`src/rtl/stopclk_pkg.sv`:
```
package stopclk_pkg;
  localparam int NUM_GROUPS = 8;
  localparam int GROUP_W    = 4;
  localparam int CODE_W     = 3;
  localparam int CFG_W      = NUM_GROUPS * GROUP_W;
  localparam int ID_W       = $clog2(NUM_GROUPS);

  localparam int EVT_THERMAL = 7;
  localparam int EVT_NORMAL  = 6;
  localparam int EVT_STR     = 5;
  localparam int EVT_C2      = 4;
  localparam int EVT_VF      = 3;

  // enable bits that are reserved: suspend, C2, voltage/frequency
  localparam logic [CFG_W-1:0] RSV_MASK =
    (CFG_W'(1) << (EVT_STR*GROUP_W + CODE_W)) |
    (CFG_W'(1) << (EVT_C2*GROUP_W + CODE_W))  |
    (CFG_W'(1) << (EVT_VF*GROUP_W + CODE_W));

  typedef enum logic [2:0] {
    SQ_IDLE,
    SQ_SEND_ON,
    SQ_WAIT_GRANT,
    SQ_STOPPED,
    SQ_RELEASE,
    SQ_SEND_OFF
  } seq_state_t;
endpackage

```
`src/rtl/stopclk_cfg_reg.sv`:
```
module stopclk_cfg_reg
  import stopclk_pkg::*;
#(
  parameter int ADDR_W = 8,
  parameter logic [ADDR_W-1:0] CFG_ADDR = 8'h70
) (
  input  logic             clk,
  input  logic             rst,
  input  logic             we,
  input  logic [ADDR_W-1:0] addr,
  input  logic [CFG_W-1:0] wdata,
  output logic [CFG_W-1:0] cfg_q,
  output logic [CFG_W-1:0] rdata
);
  logic hit;
  assign hit = (addr == CFG_ADDR);

  always_ff @(posedge clk) begin
    if (rst) begin
      cfg_q <= '0;
      rdata <= '0;
    end else begin
      rdata <= hit ? cfg_q : '0;
      if (we && hit) cfg_q <= wdata & ~RSV_MASK;
    end
  end

  assert_rsv_reads_zero_R2: assert property (@(posedge clk) disable iff (rst)
    (rdata & RSV_MASK) == '0);

  assert_other_addr_ignored_R2: assert property (@(posedge clk) disable iff (rst)
    (we && !hit) |=> $stable(cfg_q));
endmodule

```
`src/rtl/stopclk_evt_select.sv`:
```
module stopclk_evt_select
  import stopclk_pkg::*;
(
  input  logic [CFG_W-1:0]  cfg,
  input  logic [ID_W-1:0]   evt_id,
  output logic [CODE_W-1:0] sel_code,
  output logic              sel_ls_en
);
  logic [NUM_GROUPS-1:0]        en_vec;
  logic [NUM_GROUPS*CODE_W-1:0] code_vec;

  for (genvar g = 0; g < NUM_GROUPS; g++) begin : g_grp
    assign code_vec[g*CODE_W +: CODE_W] = cfg[g*GROUP_W +: CODE_W];
    if (g == EVT_VF) begin : g_force_on
      assign en_vec[g] = 1'b1;
    end else if (g == EVT_C2 || g == EVT_STR) begin : g_force_off
      assign en_vec[g] = 1'b0;
    end else begin : g_prog
      assign en_vec[g] = cfg[g*GROUP_W + CODE_W];
    end
  end

  assign sel_code  = code_vec[evt_id*CODE_W +: CODE_W];
  assign sel_ls_en = en_vec[evt_id];

  always_comb begin
    if (evt_id == ID_W'(EVT_C2))
      assert_c2_no_stop_R6: assert (!sel_ls_en);
    if (evt_id == ID_W'(EVT_VF))
      assert_vf_stop_R7: assert (sel_ls_en);
  end
endmodule

```
`src/rtl/stopclk_fsm.sv`:
```
module stopclk_fsm
  import stopclk_pkg::*;
#(
  parameter int GAP   = 1,
  parameter int MSG_W = 8
) (
  input  logic              clk,
  input  logic              rst,
  input  logic              evt_req,
  input  logic [CODE_W-1:0] sel_code,
  input  logic              sel_ls_en,
  input  logic              grant,
  input  logic              resume,
  input  logic              msg_ready,
  output logic              evt_ready,
  output logic              msg_valid,
  output logic [MSG_W-1:0]  msg_data,
  output logic              link_stop_n
);
  localparam int CNT_W = (GAP > 1) ? $clog2(GAP) : 1;
  localparam int PAD_W = MSG_W - CODE_W - 1;

  seq_state_t        state;
  logic [CODE_W-1:0] ev_code;
  logic              ev_ls_en;
  logic [CNT_W-1:0]  gap_cnt;

  always_ff @(posedge clk) begin
    if (rst) begin
      state       <= SQ_IDLE;
      evt_ready   <= 1'b1;
      msg_valid   <= 1'b0;
      msg_data    <= '0;
      link_stop_n <= 1'b1;
      ev_code     <= '0;
      ev_ls_en    <= 1'b0;
      gap_cnt     <= '0;
    end else begin
      case (state)
        SQ_IDLE: if (evt_req) begin
          ev_code   <= sel_code;
          ev_ls_en  <= sel_ls_en;
          evt_ready <= 1'b0;
          msg_valid <= 1'b1;
          msg_data  <= {{PAD_W{1'b0}}, sel_code, 1'b1};
          state     <= SQ_SEND_ON;
        end
        SQ_SEND_ON: if (msg_ready) begin
          msg_valid <= 1'b0;
          state     <= SQ_WAIT_GRANT;
        end
        SQ_WAIT_GRANT: if (grant) begin
          if (ev_ls_en) link_stop_n <= 1'b0;
          state <= SQ_STOPPED;
        end
        SQ_STOPPED: if (resume) begin
          link_stop_n <= 1'b1;
          gap_cnt     <= CNT_W'(GAP - 1);
          state       <= SQ_RELEASE;
        end
        SQ_RELEASE: begin
          if (gap_cnt == '0) begin
            msg_valid <= 1'b1;
            msg_data  <= {{PAD_W{1'b0}}, ev_code, 1'b0};
            state     <= SQ_SEND_OFF;
          end else begin
            gap_cnt <= gap_cnt - 1'b1;
          end
        end
        SQ_SEND_OFF: if (msg_ready) begin
          msg_valid <= 1'b0;
          evt_ready <= 1'b1;
          state     <= SQ_IDLE;
        end
        default: state <= SQ_IDLE;
      endcase
    end
  end

  assert_msg_hold_R3: assert property (@(posedge clk) disable iff (rst)
    (msg_valid && !msg_ready) |=> (msg_valid && $stable(msg_data)));

  assert_stop_after_grant_R4: assert property (@(posedge clk) disable iff (rst)
    $fell(link_stop_n) |-> ($past(grant) && $past(state == SQ_WAIT_GRANT)));

  assert_stop_needs_enable_R5: assert property (@(posedge clk) disable iff (rst)
    (!ev_ls_en && state != SQ_IDLE) |-> link_stop_n);

  assert_release_first_R8: assert property (@(posedge clk) disable iff (rst)
    (msg_valid && !msg_data[0]) |-> link_stop_n);

  assert_one_inflight_R9: assert property (@(posedge clk) disable iff (rst)
    (evt_req && !evt_ready) |=> $stable(ev_code));
endmodule

```
`src/rtl/stopclk_seq.sv`:
```
module stopclk_seq
  import stopclk_pkg::*;
#(
  parameter int ADDR_W = 8,
  parameter logic [ADDR_W-1:0] CFG_ADDR = 8'h70,
  parameter int GAP    = 1,
  parameter int MSG_W  = 8
) (
  input  logic              clk,
  input  logic              rst,
  input  logic              cfg_we,
  input  logic [ADDR_W-1:0] cfg_addr,
  input  logic [31:0]       cfg_wdata,
  output logic [31:0]       cfg_rdata,
  input  logic              evt_req,
  input  logic [2:0]        evt_id,
  output logic              evt_ready,
  output logic              msg_valid,
  output logic [MSG_W-1:0]  msg_data,
  input  logic              msg_ready,
  input  logic              grant,
  input  logic              resume,
  output logic              link_stop_n
);
  logic [CFG_W-1:0]  cfg_q;
  logic [CODE_W-1:0] sel_code;
  logic              sel_ls_en;

  stopclk_cfg_reg #(.ADDR_W(ADDR_W), .CFG_ADDR(CFG_ADDR)) u_cfg (
    .clk(clk), .rst(rst), .we(cfg_we), .addr(cfg_addr),
    .wdata(cfg_wdata), .cfg_q(cfg_q), .rdata(cfg_rdata)
  );

  stopclk_evt_select u_sel (
    .cfg(cfg_q), .evt_id(evt_id), .sel_code(sel_code), .sel_ls_en(sel_ls_en)
  );

  stopclk_fsm #(.GAP(GAP), .MSG_W(MSG_W)) u_fsm (
    .clk(clk), .rst(rst), .evt_req(evt_req), .sel_code(sel_code),
    .sel_ls_en(sel_ls_en), .grant(grant), .resume(resume),
    .msg_ready(msg_ready), .evt_ready(evt_ready), .msg_valid(msg_valid),
    .msg_data(msg_data), .link_stop_n(link_stop_n)
  );

  assert_reset_state_R1: assert property (@(posedge clk)
    rst |=> (link_stop_n && !msg_valid && evt_ready && cfg_rdata == '0));
endmodule

```
`config.mk`:
```
export PLATFORM = sky130hd
export DESIGN_NAME = stopclk_seq
export DESIGN_NICKNAME = d
export VERILOG_FILES = /design/src/rtl/stopclk_pkg.sv /design/src/rtl/stopclk_cfg_reg.sv /design/src/rtl/stopclk_evt_select.sv /design/src/rtl/stopclk_fsm.sv /design/src/rtl/stopclk_seq.sv
export SDC_FILE = /design/constraint.sdc
export NUM_CORES = 1
export LEC_CHECK = 0
export BUFFER_PORTS_ARGS = -buffer_cell sky130_fd_sc_hd__buf_2
export CORE_MARGIN = 8
export CORE_UTILIZATION = 53
export DETAILED_ROUTE_END_ITERATION = 10
export GPL_ROUTABILITY_DRIVEN = 0
export HOLD_SLACK_MARGIN = 0.06
export PLACE_DENSITY = 0.88
export SKIP_CTS_REPAIR_TIMING = 1
export SYNTH_ARGS = -nofsm -noshare
export SYNTH_HDL_FRONTEND = slang
export SYNTH_SLANG_ARGS = --single-unit
```
`constraint.sdc`:
```
create_clock -name clk -period 2.27 [get_ports clk]
set_input_delay 0.1135 -clock clk [delete_from_list [all_inputs] [get_ports clk]]
set_output_delay 0.1135 -clock clk [all_outputs]
set_load 0.02 [all_outputs]
```
Word level (Yosys, flattened, before mapping) --
Cells that the tools add are included.
Word-level totals: register bits after elaboration 77, bits of input ports 50, logic and storage cells 71
Operators by class: add/subtract/negate cells 1, multiplexer cells 26, reduce and logical (&&, ||, !) cells 16, bitwise operators 1, $lt $le $gt $ge 1, equality and inequality tests 14, shift operators 1, multiply operators 1
Operator list (number):
- variable part select 24 x 6 -> 3 bit | 1
- two-way mux 3 bit | 6
- one-hot mux 3 bit (6 select lines) | 1
- two-way mux 8 bit | 2
- one-hot mux 8 bit (2 select lines) | 1
- inequality test 2 bit, second input constant | 6
- two-way mux 1 bit | 11
- equality test 8 x 7 -> 1 bit, second input constant | 1
- AND reduction 4 bit | 2
- nonzero test 2 bit | 4
- equality test 3 x 2 -> 1 bit, second input constant | 2
- equality test 3 bit, second input constant | 2
- one-hot mux 1 bit (2 select lines) | 3
- AND reduction 3 bit | 2
- AND reduction 6 bit | 1
- multiplier 3 x 2 -> 5 bit, second input constant | 1
- less-than comparator 3 x 4 -> 1 bit, second input constant | 1
- inequality test 2 x 1 -> 1 bit, second input constant | 2
- AND reduction 2 bit | 2
- OR reduction 2 bit | 2
- binary-select mux 1 bit (select 3 bit) | 1
- equality test 3 x 1 -> 1 bit, second input constant | 1
- zero test 3 bit | 1
- one-hot mux 1 bit (3 select lines) | 1
- other kinds (4) | 4

Logic depth before layout (Yosys ltp) --
Gate-level depths: netlist (run 1).
depth after elaboration 4, depth in mapped cells 6, mapped depth without buffers 4

Cells and area by module --
From an unflattened synthesis (run 1), not the netlist that was laid out.
Second synthesis, totals: cell total of the unflattened synthesis 289, area total of the unflattened synthesis 3065.4 sq um
Modules (own cells, without submodules):
- stopclk_cfg_reg | sequential area each 1161.1 sq um, times used 1, area each 2165.8 sq um, cells each 198
- stopclk_fsm | sequential area each 280.3 sq um, times used 1, area each 646.9 sq um, cells each 74
- stopclk_evt_select | sequential area each 0.0 sq um, times used 1, area each 252.7 sq um, cells each 17

Least setup slack after synthesis (run 1) --
No wires, ideal clock.
path type register to register, start point register u_fsm.state[2], end point register u_fsm.evt_ready, required time 2.148 ns, arrival time 1.297 ns, path slack 0.851 ns, clock period less this slack 1.419 ns, cell stages (with the launch flop) 4, cell sequence dfxtp_1 -> buf_6 -> or4b_4 -> a221o_1
On the way: word-level cells in the longest chain between the ends 3
RTL lines:
- start: declaration | RTL line stopclk_fsm.sv:23 | seq_state_t state;
- start signal: assignment | RTL line stopclk_fsm.sv:30 | state <= SQ_IDLE;
- start signal: assignment | RTL line stopclk_fsm.sv:46 | state <= SQ_SEND_ON;
- start signal: assignment | RTL line stopclk_fsm.sv:50 | state <= SQ_WAIT_GRANT;
- equality test 3 bit / zero test 3 bit (equally long branches) | RTL line stopclk_fsm.sv:39 | case (state)
- inequality test 2 bit (no source line) / nonzero test 2 bit (equally long branches)
- AND reduction 3 bit (no source line)
- end signal: assignment | RTL line stopclk_fsm.sv:31 | evt_ready <= 1'b1;
- end signal: assignment | RTL line stopclk_fsm.sv:43 | evt_ready <= 1'b0;
- end signal: assignment | RTL line stopclk_fsm.sv:72 | evt_ready <= 1'b1;
- end: declaration | RTL line stopclk_fsm.sv:15 | output logic evt_ready,
Several ways; a longest one is shown, not always the timed one. A chain may end at the register's enable or synchronous reset.

Worst setup path after layout (run 1) --
start point register u_fsm.state[0], end point register u_fsm.msg_data[1]
On the way: word-level cells in the longest chain between the ends 3
RTL lines:
- equality test 3 bit / zero test 3 bit (equally long branches) | RTL line stopclk_fsm.sv:39
- inequality test 2 bit (no source line) / nonzero test 2 bit (equally long branches)
- AND reduction 3 bit (no source line)
- end signal: assignment | RTL line stopclk_fsm.sv:45 | msg_data <= {{PAD_W{1'b0}}, sel_code, 1'b1};
- end signal: assignment | RTL line stopclk_fsm.sv:64 | msg_data <= {{PAD_W{1'b0}}, ev_code, 1'b0};
- end: declaration | RTL line stopclk_fsm.sv:17 | output logic [MSG_W-1:0] msg_data,
Several ways; a longest one is shown, not always the timed one.

==> results of run 1 <==
sequential cells by signal, indices dropped and copies added, names as in the netlist:
| signal | cells |
|---|---|
| u_fsm.msg_valid | 1 |
| u_fsm.link_stop_n | 1 |
| u_fsm.state | 3 |
| u_fsm.evt_ready | 1 |
| u_fsm.ev_code | 3 |
| u_cfg.cfg_q | 29 |
| u_cfg.rdata | 29 |
| u_fsm.msg_data | 4 |
| u_fsm.ev_ls_en | 1 |
metal layers:
metal | GRT usage | up-vias | share of wire
li1 | - | 1100 | -
met1 | 0.1806 | 1029 | 0.39
met2 | 0.2941 | 73 | 0.51
met3 | 0.05347 | 17 | 0.069
met4 | 0.1109 | 0 | 0.031
met5 | 0 | - | 0
cells by family (layout without fill, tap and decap cells):
family / Yosys count / after routing / share of synthesized area
other cells: 1 / 7 / 0.001378
flops: 72 / 72 / 0.5297
compound gates: 26 / 26 / 0.06069
mux: 42 / 42 / 0.1545
buf+inv: 27 / 126 / 0.05655
simple gates: 105 / 105 / 0.1972
area by class of cell:
cell class | count | area share
Clock buffer | 11 | 0.03909
Clock inverter | 5 | 0.03528
Inverter | 2 | 0.002075
Multi-Input combinational cell | 180 | 0.3175
Sequential cell | 72 | 0.3985
Tap cell | 70 | 0.02421
Timing Repair Buffer | 108 | 0.1833
synth_stat cells, drive strengths merged (2+ instances only):
master / instances / area share
a21oi: 8 / 0.015
a22oi: 6 / 0.017
and2: 30 / 0.069
buf: 16 / 0.041
clkbuf: 9 / 0.012
dfxtp: 72 / 0.53
inv: 2 / 0.0028
mux2i: 42 / 0.15
nand2: 14 / 0.019
nand3: 4 / 0.0074
nand4: 4 / 0.0092
nor2: 41 / 0.057
nor2b: 5 / 0.011
o21ai: 6 / 0.011
worst min-delay path by stage:
stage                     slack [ns]  cells after the start               to          start
final                           0.02                      3  u_cfg.cfg_q[30]  cfg_wdata[30]
after CTS                      -0.01                      3  u_cfg.cfg_q[26]  cfg_wdata[26]
after detailed placement        0.35                      3  u_cfg.cfg_q[26]  cfg_wdata[26]
after global placement          0.34                      3   u_cfg.cfg_q[7]   cfg_wdata[7]
after global routing            0.05                      3  u_cfg.cfg_q[18]  cfg_wdata[18]
after floorplan                 0.26                      2   u_cfg.cfg_q[0]   cfg_wdata[0]
critical path: cells and delay by family, from the launching register on:
| family | cells | cell delay (ns) |
|---|---|---|
| and+or+nand+nor | 2 | 0.76 |
| DFF | 1 | 0.42 |
| AOI/OAI and AO/OA | 2 | 0.25 |
placed cells by master, fill, tap and decap left out:
cell type,netlist,routed
a221o_1,1,1
and4b_1,1,1
a22oi_1,6,6
clkbuf_1,9,1
clkbuf_8,0,10
and2_1,30,30
clkinvlp_4,0,1
a21oi_1,8,8
nor2_1,40,40
nor3_1,1,1
nor4_2,1,1
nand2b_1,1,1
nand3_1,4,4
nor2_2,1,1
mux2i_1,42,42
o2111ai_1,1,1
o21ai_0,2,2
a32oi_1,1,1
dfxtp_1,72,72
nand2_1,14,14
nand4_1,4,4
a211oi_1,1,1
nor2b_1,5,5
nor4b_1,1,1
nor3b_1,1,1
o21bai_1,1,1
bufinv_16,0,4
o31ai_1,1,1
dlygate4sd3_1,0,23
o21ai_1,4,4
buf_4,8,3
conb_1,1,7
inv_1,2,2
or4b_4,1,1
buf_2,6,82
power breakdown:
| part | switching (mW) | total, mW | internal (mW) |
|---|---|---|---|
| Combinational | 0.106 | 0.204 | 0.0973 |
| Sequential | 0.0171 | 1.30 | 1.28 |
| Clock | 0.457 | 1.33 | 0.872 |
| Total | 0.580 | 2.83 | 2.25 |
==> impl_metrics.env, run 1 <==
export IMPL_clk_pin_slew_ns=0.07
export IMPL_hp_class="in2reg"
export IMPL_die_h_um=87.66
export IMPL_dieArea_um2=7683
export IMPL_overflow=0
export IMPL_synthToLayoutAreaGrowth_pct=32.92
export IMPL_antenna_found_initial=0
export IMPL_peakVddDrop_v=0.0005599
export IMPL_tightest_slew_ns=0.6273
export IMPL_preCtsSetupSlack_ns=0.7006
export IMPL_ant_nets=0
export IMPL_die_w_um=87.66
export IMPL_relSlewSlack=0.5759
export IMPL_grt_pass1_wl_um=10110
export IMPL_timing_final_hold_violations=0
export IMPL_grt_pass1_vias=2188
export IMPL_r2r_start="u_fsm.state[0]"
export IMPL_reg2reg_slack_ns=0.71
export IMPL_worstSetupPathType="reg2reg"
export IMPL_avgRoutedWirePerCell_um=14.82
export IMPL_fin_crit_sh=0.6872
export IMPL_nFillCells=377
export IMPL_initial_core_util=0.5397
export IMPL_clk_path_buf_depth=2
export IMPL_max_freq_ghz=0.6410
export IMPL_reg2regPathDepth=4
export IMPL_drcViolationCount=0
export IMPL_fin_ws_ns=0.7100
export IMPL_timing_setup_tns_ns=0
export IMPL_rsz0062_at_grt="no"
export IMPL_drive_gt1_frac=0.2725
export IMPL_dpl_hpwl_um=4544
export IMPL_critPathLaunch="u_fsm.state[0]"
export IMPL_ys_seq_elements=72
export IMPL_seqCellArea_um2=1441
export IMPL_syn_cell_area_um2=2721
export IMPL_worstSetupEndpointType="flop"
export IMPL_vias_per_cell=4.953
export IMPL_placed_area_um2=3118
export IMPL_crit_end="u_fsm.msg_data[1]"
export IMPL_cpMaxStageDelayCell="nor4b_1"
export IMPL_dp_cells=409
export IMPL_pin_count=93
export IMPL_critPathRequiredTime_ns=2.48
export IMPL_cts_sinks=72
export IMPL_power_per_cell_area_nw_per_um2=782.5
export IMPL_clk_latency_ns=0.34
export IMPL_max_cap_viol_count=0
export IMPL_synth_cell_types=32
export IMPL_clock_skew_ns=0.004850
export IMPL_cts_buffers=9
export IMPL_ys_async_sr_fraction=0
export IMPL_totalWireLength_um=6640
export IMPL_dr_pass1_iters=4
export IMPL_finalPower_mw=2.830
export IMPL_p_leak_nw=1.865
export IMPL_cts_tree="built"
export IMPL_finalNonFillerCells=448
export IMPL_start_kind="flop"
export IMPL_grt_usage=0.1725
export IMPL_crit_fanout=11
export IMPL_stdcell_area_um2=3617
export IMPL_finalSetupViolCount=0
export IMPL_yosysWarnings=0
export IMPL_status="finished, final reports clean"
export IMPL_fin_nets=423
export IMPL_utilization=0.7174
export IMPL_hold_ws_ns=0.01812
export IMPL_multi_input_comb_area_um2=1149
export IMPL_htree_levels=3
export IMPL_root_buffer="clkbuf_8"
export IMPL_min_period_ns=1.560
export IMPL_max_stage_delay_ns=0.58
export IMPL_io_buffers=82
export IMPL_drt_iter0_drc=118
export IMPL_via_count=2219
export IMPL_grt_max_degree=43
export IMPL_synth_edff_count=0
export IMPL_synth_ff_type="dfxtp_1"
export IMPL_yosysSeqAreaShare=0.5297
export IMPL_rows=26
export IMPL_cp_arrival_ns=1.77
export IMPL_synth_area_per_cell_um2=9.968
export IMPL_core_area_um2=5042
export IMPL_worstReg2RegEnd="u_fsm.msg_data[1]"
export IMPL_syn_inst=273
export IMPL_slew_violations=0
export IMPL_crit_chain="nor4b_1, nor2_1, a22oi_1, o21ai_1"
export IMPL_antenna_diode_count=0
No activity file was read; power rests on OpenSTA's default activity.
==> run 2, diff against run 1 <==
--- a/config.mk
+++ b/config.mk
@@ -7,11 +7,11 @@
 export LEC_CHECK = 0
 export BUFFER_PORTS_ARGS = -buffer_cell sky130_fd_sc_hd__buf_2
 export CORE_MARGIN = 8
-export CORE_UTILIZATION = 53
+export CORE_UTILIZATION = 49
 export DETAILED_ROUTE_END_ITERATION = 10
 export GPL_ROUTABILITY_DRIVEN = 0
 export HOLD_SLACK_MARGIN = 0.06
-export PLACE_DENSITY = 0.88
+export PLACE_DENSITY = 0.82
 export SKIP_CTS_REPAIR_TIMING = 1
 export SYNTH_ARGS = -nofsm -noshare
 export SYNTH_HDL_FRONTEND = slang
==> constraint.sdc (replaced) <==
create_clock -name clk -period 1.64 [get_ports clk]
set_input_delay 0.082 -clock clk [delete_from_list [all_inputs] [get_ports clk]]
set_output_delay 0.082 -clock clk [all_outputs]
set_load 0.02 [all_outputs]
==> run 2 against run 1 <==
Effect of this change:
- largest power group is now sequential cells
- clock power is 11% lower
- highest routed layer unchanged
- critical path type unchanged
- hold slack improved by 0.059 ns
- flip-flop and latch count unchanged
- register-to-register slack lost 0.55 ns
==> impl_metrics.env, run 2 (synthesis gave the netlist of run 1 again) <==
export IMPL_cp_arrival_ns=1.70
export IMPL_antenna_found_initial=0
export IMPL_min_period_ns=1.480
export IMPL_fin_nets=433
export IMPL_grt_usage=0.1482
export IMPL_finalSetupViolCount=0
export IMPL_hp_class="in2reg"
export IMPL_cp_top_family="simple AND/OR/NAND/NOR gates"
export IMPL_cts_tree="built"
export IMPL_cp_num_buf_inv=0
export IMPL_start_kind="flop"
export IMPL_use_met1=0.1699
export IMPL_overflow=0
export IMPL_slew_violations=0
export IMPL_power_per_cell_area_nw_per_um2=909.1
export IMPL_cpMaxStageDelayCell="or4b_4"
export IMPL_peakVddDrop_v=0.0006063
export IMPL_clk_pin_slew_ns=0.07
export IMPL_timing_final_hold_violations=0
export IMPL_worstSetupPathType="reg2reg"
export IMPL_io_buffers=82
export IMPL_rsz0062_at_grt="no"
export IMPL_pin_count=93
export IMPL_cts_sinks=72
export IMPL_die_w_um=90.53
export IMPL_core_area_um2=5439
export IMPL_dieArea_um2=8195
export IMPL_dpl_hpwl_um=4545
export IMPL_drcViolationCount=0
export IMPL_worstSetupEndpointType="flop"
export IMPL_clk_path_buf_depth=2
export IMPL_drt_iter0_drc=123
export IMPL_largestRegisters="u_cfg.cfg_q x29, u_cfg.rdata x29, u_fsm.msg_data x4"
export IMPL_cts_buffers=9
export IMPL_max_stage_delay_ns=0.61
export IMPL_use_met3=0.04904
export IMPL_vias_per_cell=4.810
export IMPL_gr_max_usage_layer="met2"
export IMPL_grt_max_degree=30
export IMPL_fin_crit_sh=0.9022
export IMPL_antenna_diode_count=0
export IMPL_grt_pass1_wl_um=9963
export IMPL_synthToLayoutAreaGrowth_pct=32.78
export IMPL_clock_skew_ns=0.005234
export IMPL_crit_fanout=9
export IMPL_final_common_cell="buf_2"
export IMPL_htree_levels=3
export IMPL_grtUsageMet2=0.2387
export IMPL_grt_pass1_vias=2126
export IMPL_totalWireLength_um=6561
export IMPL_die_h_um=90.53
export IMPL_max_cap_viol_count=0
export IMPL_initial_core_util=0.5003
export IMPL_drive_gt1_frac=0.2701
export IMPL_rows=27
export IMPL_crit_chain="or4b_4, a221o_1"
export IMPL_avgRoutedWirePerCell_um=14.36
export IMPL_critPathRequiredTime_ns=1.86
export IMPL_status="finished, final reports clean"
export IMPL_hold_ws_ns=0.07758
export IMPL_p_leak_nw=1.872
export IMPL_dr_pass1_iters=4
export IMPL_root_buffer="clkbuf_8"
export IMPL_timing_setup_tns_ns=0
export IMPL_ant_nets=0
export IMPL_layout_common_cells="buf_2, dfxtp_1, mux2i_1"
export IMPL_max_freq_ghz=0.6758
export IMPL_via_count=2198
export IMPL_clk_latency_ns=0.33
-- run 2: changes by cell type in the layout (fill, tap and decap cells not counted), sizes merged --
cell,delta
buf,+4
bufinv,-4
clkbuf,+1
clkinv,+1
clkinvlp,-1
dlygate4sd3,+6
-- run 2: cell type report --
cell class / instances / area (um2)
Fill cell: 395 / 1826
Sequential cell: 72 / 1441
Multi-Input combinational cell: 180 / 1149
Timing Repair Buffer: 118 / 765.7
Clock buffer: 12 / 155.1
Tap cell: 72 / 90.09
Inverter: 2 / 7.507
Clock inverter: 1 / 5.005
-- run 2: power breakdown --
group | leakage (nW) | internal (mW) | switching, mW
sequential | 0.582 | 1.77 | 0.0211
combinational | 1.21 | 0.153 | 0.152
clock | 0.0842 | 0.605 | 0.579
total | 1.87 | 2.53 | 0.753
-- run 2: through the flow --
step | power [mW] | std cells | setup slack [ns] | instance area [um2] | utilization
6_report | 3.285 | 457 | 0.1603 | 3613 | 0.6644
4_1_cts | 3.252 | 428 | 0.1605 | 3323 | 0.6110
2_1_floorplan | 1.991 | 279 | 0.2212 | 2744 | -
3_3_place_gp | 2.079 | 415 | 0.2250 | 3163 | 0.5816
3_5_place_dp | 2.084 | 415 | 0.1760 | 3163 | 0.5816
5_1_grt | 3.411 | 457 | 0.1250 | 3613 | 0.6644
-- run 2: layer usage --
layer	routed length, um	vias up	share of wire
met5	0	-	0
li1	-	1118	-
met1	2763	1007	0.42
met2	3229	63	0.49
met4	116	0	0.018
met3	451	10	0.069
-- run 2: worst paths after layout --
kind | from | to | slack [ns] | depth (start not counted)
setup / recovery | u_fsm.state[2] | u_fsm.evt_ready | 0.16 | 2
hold / removal | evt_req | u_fsm.state[0] | 0.08 | 3
setup reg to reg | u_fsm.state[2] | u_fsm.evt_ready | 0.16 | 2
hold reg to reg | u_fsm.ev_code[0] | u_fsm.ev_code[0] | 0.45 | 2
-- run 2: worst register-to-register path, stage by stage (launching register included) --
cell and delay, ns:
dfxtp_1 0.39, or4b_4 0.61, a221o_1 0.36
